===== config.mk =====
export PLATFORM = sky130hd
export DESIGN_NAME = word_deserializer
export DESIGN_NICKNAME = d
export VERILOG_FILES = /design/src/rtl/desr_pkg.sv /design/src/rtl/desr_shift_in.sv /design/src/rtl/desr_bit_counter.sv /design/src/rtl/desr_word_reg.sv /design/src/rtl/word_deserializer.sv
export SDC_FILE = /design/constraint.sdc
export NUM_CORES = 1
export LEC_CHECK = 0
export BUFFER_PORTS_ARGS = -buffer_cell sky130_fd_sc_hd__buf_2
export CELL_PAD_IN_SITES_DETAIL_PLACEMENT = 1
export CELL_PAD_IN_SITES_GLOBAL_PLACEMENT = 1
export CORE_MARGIN = 1.5
export CORE_UTILIZATION = 41
export CTS_CLUSTER_DIAMETER = 40
export DETAILED_ROUTE_END_ITERATION = 8
export PLACE_DENSITY_LB_ADDON = 0.1
export SLEW_MARGIN = 30
export SYNTH_ARGS = -nofsm -noshare
export SYNTH_HDL_FRONTEND = slang
export SYNTH_SLANG_ARGS = --single-unit

===== constraint.sdc =====
create_clock -name clk -period 1.9 [get_ports clk]
set_clock_uncertainty 0.1 [all_clocks]
set_input_delay 0.095 -clock clk [delete_from_list [all_inputs] [get_ports clk]]
set_output_delay 0.095 -clock clk [all_outputs]
set_load 0.01 [all_outputs]

===== src/rtl/desr_pkg.sv =====
package desr_pkg;
  localparam int unsigned DEF_WORD_W = 10;

  function automatic int unsigned cnt_bits(input int unsigned word_w);
    return $clog2(word_w + 2);
  endfunction

  typedef enum logic [0:0] {
    WIDTH_NORMAL  = 1'b0,
    WIDTH_SLIPPED = 1'b1
  } word_width_e;
endpackage


===== src/rtl/desr_shift_in.sv =====
module desr_shift_in #(
  parameter int unsigned WORD_W = 10
) (
  input  logic              clk,
  input  logic              rst,
  input  logic              bit_en,
  input  logic              ser_in,
  output logic [WORD_W-1:0] shift_next
);
  logic [WORD_W-1:0] shift_q;

  assign shift_next = {shift_q[WORD_W-2:0], ser_in};

  always_ff @(posedge clk) begin
    if (rst) begin
      shift_q <= '0;
    end else if (bit_en) begin
      shift_q <= shift_next;
    end
  end
endmodule


===== src/rtl/desr_bit_counter.sv =====
module desr_bit_counter
  import desr_pkg::*;
#(
  parameter int unsigned WORD_W = 10
) (
  input  logic clk,
  input  logic rst,
  input  logic bit_en,
  input  logic slip_req,
  output logic load_stb,
  output logic word_clk
);
  localparam int unsigned CW       = cnt_bits(WORD_W);
  localparam int unsigned HIGH_LEN = WORD_W / 2;
  localparam logic [CW-1:0] LAST_N = CW'(WORD_W - 1);
  localparam logic [CW-1:0] LAST_S = CW'(WORD_W);

  logic [CW-1:0] cnt_q, cnt_d, last_idx;
  word_width_e   width_q;
  logic          clk_q;

  assign last_idx = (width_q == WIDTH_SLIPPED) ? LAST_S : LAST_N;
  assign load_stb = bit_en && (cnt_q == last_idx);

  always_comb begin
    cnt_d = cnt_q;
    if (load_stb) begin
      cnt_d = '0;
    end else if (bit_en) begin
      cnt_d = cnt_q + 1'b1;
    end
  end

  always_ff @(posedge clk) begin
    if (rst) begin
      cnt_q   <= '0;
      width_q <= WIDTH_NORMAL;
      clk_q   <= 1'b1;
    end else begin
      cnt_q <= cnt_d;
      clk_q <= (cnt_d < CW'(HIGH_LEN));
      if (width_q == WIDTH_SLIPPED) begin
        if (load_stb) begin
          width_q <= WIDTH_NORMAL;
        end
      end else if (slip_req) begin
        width_q <= WIDTH_SLIPPED;
      end
    end
  end

  assign word_clk = clk_q;
endmodule


===== src/rtl/desr_word_reg.sv =====
module desr_word_reg #(
  parameter int unsigned WORD_W = 10
) (
  input  logic              clk,
  input  logic              rst,
  input  logic              load_stb,
  input  logic [WORD_W-1:0] word_in,
  output logic [WORD_W-1:0] word_q,
  output logic              valid_q
);
  always_ff @(posedge clk) begin
    if (rst) begin
      word_q  <= '0;
      valid_q <= 1'b0;
    end else begin
      valid_q <= load_stb;
      if (load_stb) begin
        word_q <= word_in;
      end
    end
  end
endmodule


===== src/rtl/word_deserializer.sv =====
module word_deserializer
  import desr_pkg::*;
#(
  parameter int unsigned WORD_W = DEF_WORD_W
) (
  input  logic              clk,
  input  logic              rst,
  input  logic              bit_en,
  input  logic              ser_in,
  input  logic              slip_req,
  output logic [WORD_W-1:0] word_out,
  output logic              word_valid,
  output logic              word_clk
);
  logic [WORD_W-1:0] shift_next;
  logic              load_stb;

  desr_shift_in #(.WORD_W(WORD_W)) u_shift (
    .clk(clk), .rst(rst), .bit_en(bit_en), .ser_in(ser_in),
    .shift_next(shift_next)
  );

  desr_bit_counter #(.WORD_W(WORD_W)) u_count (
    .clk(clk), .rst(rst), .bit_en(bit_en), .slip_req(slip_req),
    .load_stb(load_stb), .word_clk(word_clk)
  );

  desr_word_reg #(.WORD_W(WORD_W)) u_out (
    .clk(clk), .rst(rst), .load_stb(load_stb), .word_in(shift_next),
    .word_q(word_out), .valid_q(word_valid)
  );
endmodule


; Yosys cells after proc, flatten, opt, wreduce, memory -nomap -nowiden
; Cells that the tools add are included.
[classes]
magnitude_cmp = 1
muxes = 6
eq_ne = 1
reduce_logical = 1
addsub = 1
[ops]
columns = op, count
row1 = $mux 4, 2
row2 = $add 4x1->4 const B, 1
row3 = $eq 4x4->1, 1
row4 = $lt 4x3->1 const B, 1
row5 = $mux 1, 3
row6 = $mux 2, 1
row7 = $logic_and 1x1->1, 1
[totals]
wordCells = 16
output_inout_bits = 12
register_bits = 26

; Logic depth before layout (Yosys ltp)
; Gate-level depths: netlist (run 1).
[depth]
depth_word = 5
depth_mapped = 6
mapped_depth_nobuf = 5

; By module
; From an unflattened synthesis (run 1), not the netlist that was laid out.
[unflattened]
cells_unflattened = 96
hier_area_um2 = 997.2
[by_module_without_submodules]
columns = mod, area_each_um2, cells_per_inst, n_inst
row1 = desr_word_reg, 380.4, 34, 1
row2 = desr_shift_in, 326.6, 30, 1
row3 = desr_bit_counter, 290.3, 32, 1

; Worst setup path after synthesis (run 1)
; Ideal clock, no wire load.
[synth_path]
path_kind = register to register
from = register u_count.cnt_q[0]
to = register u_out.word_q[2]
period_less_slack_ns = 1.758
path_stages_with_launch = 6
required_time_ns = 1.672
path_slack_ns = 0.142
setup_ns = 0.128
arrival_ns = 1.530
path_cell_list = dfxtp_1 or3b_4 a211oi_4 buf_8 mux2i_1 nor2_1
[synth_between]
elab_chain_len = 2
[synth_lines]
columns = item, line_no
row1 = start: declaration, desr_bit_counter.sv:18  ; logic [CW-1:0] cnt_q, cnt_d, last_idx;
row2 = start signal: assignment, desr_bit_counter.sv:40  ; cnt_q <= cnt_d;
row3 = $eq 4x4->1, desr_bit_counter.sv:23  ; assign load_stb = bit_en && (cnt_q == last_idx);
row4 = $logic_and 1x1->1, desr_bit_counter.sv:23
row5 = end signal: assignment, desr_word_reg.sv:18  ; word_q <= word_in;
row6 = end: declaration, desr_word_reg.sv:8  ; output logic [WORD_W-1:0] word_q,
; Every way passes these cells.
; A chain may end at the register's enable or synchronous reset.

; Worst setup path after layout (run 1)
[layout_path]
from = register u_count.cnt_q[1]
to = register u_out.word_q[5]
; The elaborated chain is that of the path after synthesis.

==> results.txt, run 1 <==
status = complete, no violations
worst-margin pin slew = 371 ps
Routed Wire Length = 1.84 mm
Hold Worst Slack = 57.7 ps
Crit path max-delay family = simple AND/OR/NAND/NOR gates
Worst-path clk slew = 130 ps
Seq cells post-synth = 26
core area = 0.00225 sq mm
Synth Instances = 95
GRT Total Usage = 16.5%
htree depth = 1
worst vdd ir = 521 uV
FMAX = 576 MHz
initial antenna violation count = 0
WHS Endpoint = u_out.word_q[1]$_SDFFE_PP0P_
Critical Path RT = 2010 ps
Period minus WS final = 1740 ps
hold path cells = 2
largest net degree at the start of global routing = 23
first-pass GRT wire length = 3.08 mm
Port Buf Inserts = 16
Worst R2R End = u_out.word_q[5]$_SDFFE_PP0P_
HPWL after DPL = 1.33 mm
maximum fanout along the worst path = 7
Arr. time, crit path = 1840 ps
Avg WL per Cell = 12.9 um
Rows = 17
number of buffers created by CTS = 3
Fin. Hold Viols = 0
Worst Slack Setup Final = 162 ps
Synth Cell Area = 993 sq um
syn_nets = 101
share of layout cells above drive strength 1 = 22.6%
non-filler cells, final = 143
Bufs and invs on worst path = 1
Setup TNS = 0 ps
relative slew slack = 75.2%
syn avg cell area = 10.5 sq um
clock root buffer = clkbuf_4
fin nets = 123
Worst R2R Start = u_count.cnt_q[1]$_SDFF_PP0_
DP Area = 0.00111 sq mm
critical path startpoint category = flip-flop
clk_lat worst skew = 320 ps
Power Total = 855 uW
CP peak stage delay = 420 ps
pwr/cell area = 743 mW/mm^2
Final Wtd Congestion = 0.724
Tcrit/Tclk final = 91.5%
Worst path depth = 5
Die Width = 52.2 um
Initial Util = 44.1%
hold path start = rst
clk sinks = 26
Max-cap violations = 0
post-route cell area = 0.00115 sq mm
top cells by count, synth = 26 x dfxtp_1, 23 x nor2_1, 20 x mux2i_1
final core occ = 51.0%
Worst Reg-to-Reg Cells = 5
pre-CTS setup slack = 182 ps
Yosys top cell by area = dfxtp_1
ANT nets after route = 0
number of synthesized flops with an enable pin = 0
Post-Place Cells = 138
die height = 52.2 um
vias in the first global route = 683
Inserted Diodes = 0
Hold Crit Class = in -> reg
RSZ-0062 raised after global routing = false
P_leak = 0.486 nW
Yosys top cell area share = 52.4%
share of flip-flops with an asynchronous set or reset = 0%
Initial DRT Pass Iterations = 4
CP cell instances = or3b_4, a211oi_4, buf_4, mux2i_1, nor2_1
most common cell in the synthesized netlist = dfxtp_1
Layout area overhead = 15.7%
FF-to-FF setup slack = 160 ps
starting DRC count in detailed routing = 6
Seq/Total Area, Yosys = 52.4%
Max Root-Sink Buffers = 2
Remaining Overflow, GRT = 0
CP endpoint kind = flip-flop
yosys warns = 0
Netlist cell types = 22
io pins = 17
slowest CP cell = or3b_4
vias per cell = 4.83
via count = 691
largest cells by area after synthesis = dfxtp_1 52%, mux2i_1 20%, nor2_1 8.7%
ys flop type = dfxtp_1
TritonCTS clock tree = built
total die area = 0.00273 sq mm
final setup vio count = 0
Crit Path Category = reg -> reg
DRC = 0
Slew Viols, Final = 0
==> per-layer routing <==
layer / global-route usage [%] / routed length (um) / share of wire (%)
met1: 20.9 / 906 / 49
met2: 24.9 / 823 / 45
met3: 6.00 / 76 / 4.1
met4: 7.69 / 34 / 1.8
met5: 0 / 0 / 0
==> worst max-delay path by stage <==
stage	to	slack, ps	startpoint
detailed placement	u_out.word_q[6]$_SDFFE_PP0P_	180	u_count.cnt_q[1]$_SDFF_PP0_
CTS	u_out.word_q[5]$_SDFFE_PP0P_	150	u_count.cnt_q[1]$_SDFF_PP0_
floorplan	u_out.word_q[2]$_SDFFE_PP0P_	140	u_count.cnt_q[0]$_SDFF_PP0_
finish	u_out.word_q[5]$_SDFFE_PP0P_	160	u_count.cnt_q[1]$_SDFF_PP0_
global placement	u_out.word_q[6]$_SDFFE_PP0P_	230	u_count.cnt_q[1]$_SDFF_PP0_
global route	u_out.word_q[3]$_SDFFE_PP0P_	60	u_count.cnt_q[1]$_SDFF_PP0_
==> layout by cell type (no fill, tap or decap) <==
master,synthesis,final
xor2_1,1,1
o21bai_1,1,1
xnor2_1,2,2
mux2i_1,20,20
nand2_1,3,3
dfxtp_1,26,26
nor3_1,1,1
a21oi_1,1,1
ha_1,1,1
a211oi_4,1,1
buf_2,1,16
nor2b_1,2,2
or3b_4,1,1
clkbuf_4,0,3
nand4_1,1,1
a211oi_1,2,2
or2_2,1,1
inv_1,1,1
nor2_1,23,23
o21ai_0,1,1
dlygate4sd3_1,0,2
buf_4,0,4
nand3b_1,1,1
==> timing repair <==
item,CTS,global route
buffers inserted,0,0
resized for setup,0,0
endpoints found under the setup margin,0,0
hold buffers,2,0
endpoints found under the hold margin,3,0
==> final cells by class <==
| cell class | instances | area (sq um) |
|---|---|---|
| clock buffer | 3 | 22.5 |
| sequential | 26 | 520 |
| multi-input combinational | 63 | 438 |
| fill | 276 | 1100 |
| tap | 28 | 35.0 |
| inverter | 1 | 3.75 |
| timing repair buffer | 22 | 130 |
==> where the power goes <==
part           leakage, nW  switching, mW  internal [mW]
clock network       0.0138          0.154         0.0744
logic                0.262         0.0333         0.0302
registers            0.210        0.00878          0.554
==> logic make-up after synthesis <==
group | share of synthesized area [%]
AOI/OAI and AO/OA | 5.29
xor gates and xnor gates | 2.65
adders and majority gates | 1.26
buffers and inverters | 3.53
DFF | 52.4
muxes | 20.2
and+or+nand+nor | 14.7
==> flip-flops by register name (all words and copies together) (netlist names) <==
name,cells
u_count.cnt_q,4
u_count.width_q,1
u_count.word_clk,1
u_out.valid_q,1
u_out.word_q,10
u_shift.shift_q,9
Power figures use the tool's default switching activity.
==> inputs of run 2 (changes only) <==
HOLD_SLACK_MARGIN = 0.1   (was default)
==> results.txt, run 2 (synthesis results as in run 1) <==
HPWL after DPL = 1.33 mm
DP Area = 0.00111 sq mm
Critical Path RT = 2010 ps
fin nets = 125
post-route cell area = 0.00117 sq mm
Tcrit/Tclk final = 91.6%
Port Buf Inserts = 16
Inserted Diodes = 0
share of layout cells above drive strength 1 = 22.2%
GRT Total Usage = 16.5%
commonest non-fill, non-tap cells in the layout = 26 x dfxtp_1, 23 x nor2_1, 20 x mux2i_1
Post-Place Cells = 138
vias in the first global route = 683
Fin. Hold Viols = 0
fillers = 274
Arr. time, crit path = 1850 ps
clk_lat worst skew = 320 ps
Rows = 17
largest register by flop count = u_out.word_q
Period minus WS final = 1740 ps
non-filler cells, final = 145
htree depth = 1
Worst-path clk slew = 130 ps
area of the multi-input gates = 438 sq um
Max Root-Sink Buffers = 2
Die Width = 52.2 um
FF-to-FF setup slack = 160 ps
FMAX = 575 MHz
FF/Latch Area = 520 sq um
Worst R2R End = u_out.word_q[5]$_SDFFE_PP0P_
Slew Viols, Final = 0
Final Wtd Congestion = 0.724
clk sinks = 26
DR WL met3 = 77 um
Crit Path Category = reg -> reg
total die area = 0.00273 sq mm
Routed Wire Length = 1.87 mm
max reg flops = 10
core area = 0.00225 sq mm
pwr/cell area = 735 mW/mm^2
worst-margin pin slew = 388 ps
top layer in use = met4
DRC = 0
critical path startpoint category = flip-flop
largest net degree at the start of global routing = 23
Setup TNS = 0 ps
Initial Util = 44.1%
via count = 693
hold path cells = 4
hold path start = bit_en
starting DRC count in detailed routing = 3
number of buffers created by CTS = 3
Layout area overhead = 17.8%
first-pass GRT wire length = 3.08 mm
DRT met1 WL = 929 um
Post-CTS Resized = 0
Worst R2R Start = u_count.cnt_q[1]$_SDFF_PP0_
Remaining Overflow, GRT = 0
maximum fanout along the worst path = 7
relative slew slack = 74.1%
vias per cell = 4.78
clock root buffer = clkbuf_4
die height = 52.2 um
RSZ-0062 raised after global routing = false
Avg WL per Cell = 12.9 um
biggest regs = u_out.word_q (10), u_shift.shift_q (9), u_count.cnt_q (4)
initial antenna violation count = 0
most common cell after layout, fill and taps aside = dfxtp_1
worst vdd ir = 521 uV
TritonCTS clock tree = built
io pins = 17
final setup vio count = 0
Max-cap violations = 0
Met2 Wirelength = 830 um
P_leak = 0.497 nW
CP endpoint kind = flip-flop
Initial DRT Pass Iterations = 2
WHS Endpoint = u_count.cnt_q[1]$_SDFF_PP0_
ANT nets after route = 0
Worst Reg-to-Reg Cells = 5
status = complete, no violations
Hold Crit Class = in -> reg
-- run 2: final cells by class --
cell class / instances / share of cell area (%)
sequential: 26 / 44.5
clock buffer: 3 / 1.93
timing repair buffer: 24 / 12.8
multi-input combinational: 63 / 37.4
tap: 28 / 2.99
inverter: 1 / 0.321
-- run 2: worst max path at each step --
stage | startpoint | to | slack, ps
5_1_grt | u_count.cnt_q[1]$_SDFF_PP0_ | u_out.word_q[3]$_SDFFE_PP0P_ | 60
3_3_place_gp | u_count.cnt_q[1]$_SDFF_PP0_ | u_out.word_q[6]$_SDFFE_PP0P_ | 230
2_1_floorplan | u_count.cnt_q[0]$_SDFF_PP0_ | u_out.word_q[2]$_SDFFE_PP0P_ | 140
3_5_place_dp | u_count.cnt_q[1]$_SDFF_PP0_ | u_out.word_q[6]$_SDFFE_PP0P_ | 180
4_1_cts | u_count.cnt_q[1]$_SDFF_PP0_ | u_out.word_q[5]$_SDFFE_PP0P_ | 150
6_report | u_count.cnt_q[1]$_SDFF_PP0_ | u_out.word_q[5]$_SDFFE_PP0P_ | 160
-- run 2: through the flow --
step / util, % / setup WS, ps / power, mW / hold slack [ps]
floorplan: - / 142 / 0.617 / 66.6
finish: 51.9 / 159 / 0.860 / 212
CTS: 51.9 / 149 / 0.873 / 203
detailed placement: 49.1 / 182 / 0.636 / 267
global placement: 49.1 / 227 / 0.633 / 245
global route: 51.9 / 55.5 / 0.904 / 220
-- run 2: where the power goes --
part	leakage, nW	switching (mW)	internal, mW	total (mW)
Sequential	0.210	0.00878	0.554	0.563
Combinational	0.272	0.0340	0.0330	0.0670
Clock	0.0138	0.155	0.0744	0.230
-- run 2: critical path, stage by stage, from the launching register on --
cell,delay [ps]
dfxtp_1,380
or3b_4,420
a211oi_4,250
buf_4,200
mux2i_1,200
nor2_1,60
-- run 2: routing by layer --
layer  GRT usage (%)  vias up
met4            7.69        0
li1                -      359
met3            6.00        4
met5               0        -
met1            20.9      317
met2            24.9       13
-- run 2: what timing repair did --
action                                  in CTS  in global routing
buffers inserted                             0                  0
endpoints found under the setup margin       0                  0
hold buffers                                 4                  0
endpoints found under the hold margin       21                  0
==> inputs of run 3 (changes only) <==
CORE_UTILIZATION = 37   (was 41)
clock period = 1.6 ns   (was 1.9 ns; I/O delays follow)
==> results.txt, run 3 (synthesis results as in run 1) <==
RSZ-0062 raised after global routing = true
first-pass GRT wire length = 3.48 mm
pwr/cell area = 842 mW/mm^2
WHS Endpoint = u_out.valid_q$_SDFF_PP0_
slowest CP cell = or3b_4
hold path cells = 2
worst vdd ir = 561 uV
Avg WL per Cell = 13.5 um
Crit path max-delay family = simple AND/OR/NAND/NOR gates
core area = 0.00250 sq mm
initial antenna violation count = 0
most common cell after layout, fill and taps aside = dfxtp_1
DRC = 0
HPWL after DPL = 1.34 mm
relative slew slack = 73.9%
Critical Path RT = 1710 ps
commonest non-fill, non-tap cells in the layout = 24 x dfxtp_1, 21 x nor2_1, 20 x mux2i_1
Worst Slack Setup Final = -66.6 ps
CP cell instances = or3b_4, a211oi_4, buf_6, mux2i_1, nor2_1
via count = 750
Arr. time, crit path = 1780 ps
Hold Crit Class = in -> reg
clk_lat worst skew = 310 ps
FMAX = 600 MHz
Tcrit/Tclk final = 104%
fin nets = 135
Final Wtd Congestion = 0.677
Worst-path clk slew = 140 ps
postcts setup bufs = 0
vias in the first global route = 758
P_leak = 0.570 nW
ANT nets after route = 0
Die Width = 54.8 um
Max Root-Sink Buffers = 2
Initial DRT Pass Iterations = 2
Slew Viols, Final = 0
Layout area overhead = 30.7%
TritonCTS clock tree = built
biggest regs = u_out.word_q (10), u_shift.shift_q (9), u_count.cnt_q (4)
FF/Latch Area = 523 sq um
total die area = 0.00300 sq mm
Routed Wire Length = 2.14 mm
final core occ = 52.0%
Worst R2R End = u_out.word_q[7]$_SDFFE_PP0P_
Period minus WS final = 1670 ps
DP Area = 0.00113 sq mm
number of buffers created by CTS = 3
CP peak stage delay = 390 ps
Hold Worst Slack = -4.26 ps
failing checks = negative hold slack, negative setup slack
starting DRC count in detailed routing = 3
CP endpoint kind = flip-flop
max reg flops = 10
area of the multi-input gates = 445 sq um
htree depth = 1
io pins = 17
final setup vio count = 11
Rows = 18
status = complete, but fails checks
clock root buffer = clkbuf_4
post-route cell area = 0.00130 sq mm
hold path start = rst
fillers = 294
vias per cell = 4.75
Inserted Diodes = 0
Max-cap violations = 0
share of layout cells above drive strength 1 = 25.8%
Crit Path Category = reg -> reg
Initial Util = 39.7%
maximum fanout along the worst path = 7
critical path startpoint category = flip-flop
Port Buf Inserts = 16
FF-to-FF setup slack = -70 ps
largest net degree at the start of global routing = 23
die height = 54.8 um
Fin. Hold Viols = 2
Worst R2R Start = u_count.cnt_q[0]$_SDFF_PP0_
GRT Total Usage = 16.9%
largest register by flop count = u_out.word_q
worst-margin pin slew = 390 ps
clk sinks = 26
pre-CTS setup slack = -51.4 ps
Worst Reg-to-Reg Cells = 5
Bufs and invs on worst path = 1
Remaining Overflow, GRT = 0
## run 3: cell types whose count changed in the layout (fill, tap and decap cells not counted), sizes merged
| cell | before | now |
|---|---|---|
| dlygate4sd3 | 4 | 12 |
| buf | 20 | 22 |
| clkbuf | 3 | 4 |
## run 3: timing repair
action | 4_1_cts | 5_1_grt
resized for setup | 2 | 4
pin swaps | 0 | 3
hold buffers | 11 | 1
hold endpoints to repair | 21 | 10
setup endpoints to repair | 15 | 15
cloned | 0 | 0
## run 3: final cells by class
cell class	count	share of cell area, %
clock buffer	4	2.79
inverter	1	0.289
multi-input combinational	63	34.3
sequential	26	40.3
tap	30	2.89
timing repair buffer	34	19.5
## run 3: stage by stage
step                      instances  power [mW]  hold WS [ps]  TNS, ps
after floorplan                  95       0.733          51.6     -580
after global placement          142       0.759           239        0
after detailed placement        142       0.763           251     -146
after CTS                       157        1.10          52.4     -455
after global routing            158        1.15          9.12    -1230
final                           158        1.09         -4.26     -340
## run 3: how the worst max path moves through the flow
| stage | startpoint | depth (start not counted) | slack [ps] | to |
|---|---|---|---|---|
| after floorplan | u_count.cnt_q[0]$_SDFF_PP0_ | 5 | -70 | u_out.word_q[2]$_SDFFE_PP0P_ |
| after CTS | u_count.cnt_q[0]$_SDFF_PP0_ | 5 | -70 | u_out.word_q[4]$_SDFFE_PP0P_ |
| after global placement | u_count.cnt_q[1]$_SDFF_PP0_ | 5 | 0.6 | u_out.word_q[4]$_SDFFE_PP0P_ |
| after global routing | u_count.cnt_q[0]$_SDFF_PP0_ | 5 | -140 | u_out.word_q[4]$_SDFFE_PP0P_ |
| final | u_count.cnt_q[0]$_SDFF_PP0_ | 5 | -70 | u_out.word_q[7]$_SDFFE_PP0P_ |
| after detailed placement | u_count.cnt_q[1]$_SDFF_PP0_ | 5 | -50 | u_out.word_q[7]$_SDFFE_PP0P_ |
## run 3: report_power, final
| part | total [mW] | leakage (nW) | internal [mW] | switching (mW) |
|---|---|---|---|---|
| logic | 0.0967 | 0.338 | 0.0482 | 0.0484 |
| clock network | 0.329 | 0.0210 | 0.139 | 0.190 |
| registers | 0.667 | 0.211 | 0.659 | 0.00767 |
## run 3: worst register-to-register path: stages, from the launching register on
cell and delay, ps:
dfxtp_2 360, or3b_4 390, a211oi_4 270, buf_6 190, mux2i_1 200, nor2_1 60
## run 3: per-layer routing
metal	share of wire, %	GRT usage [%]	wire [um]
met1	44	21.0	949
met5	0	0	0
met2	51	27.4	1090
met4	1.3	8.75	27
met3	3.1	3.28	67
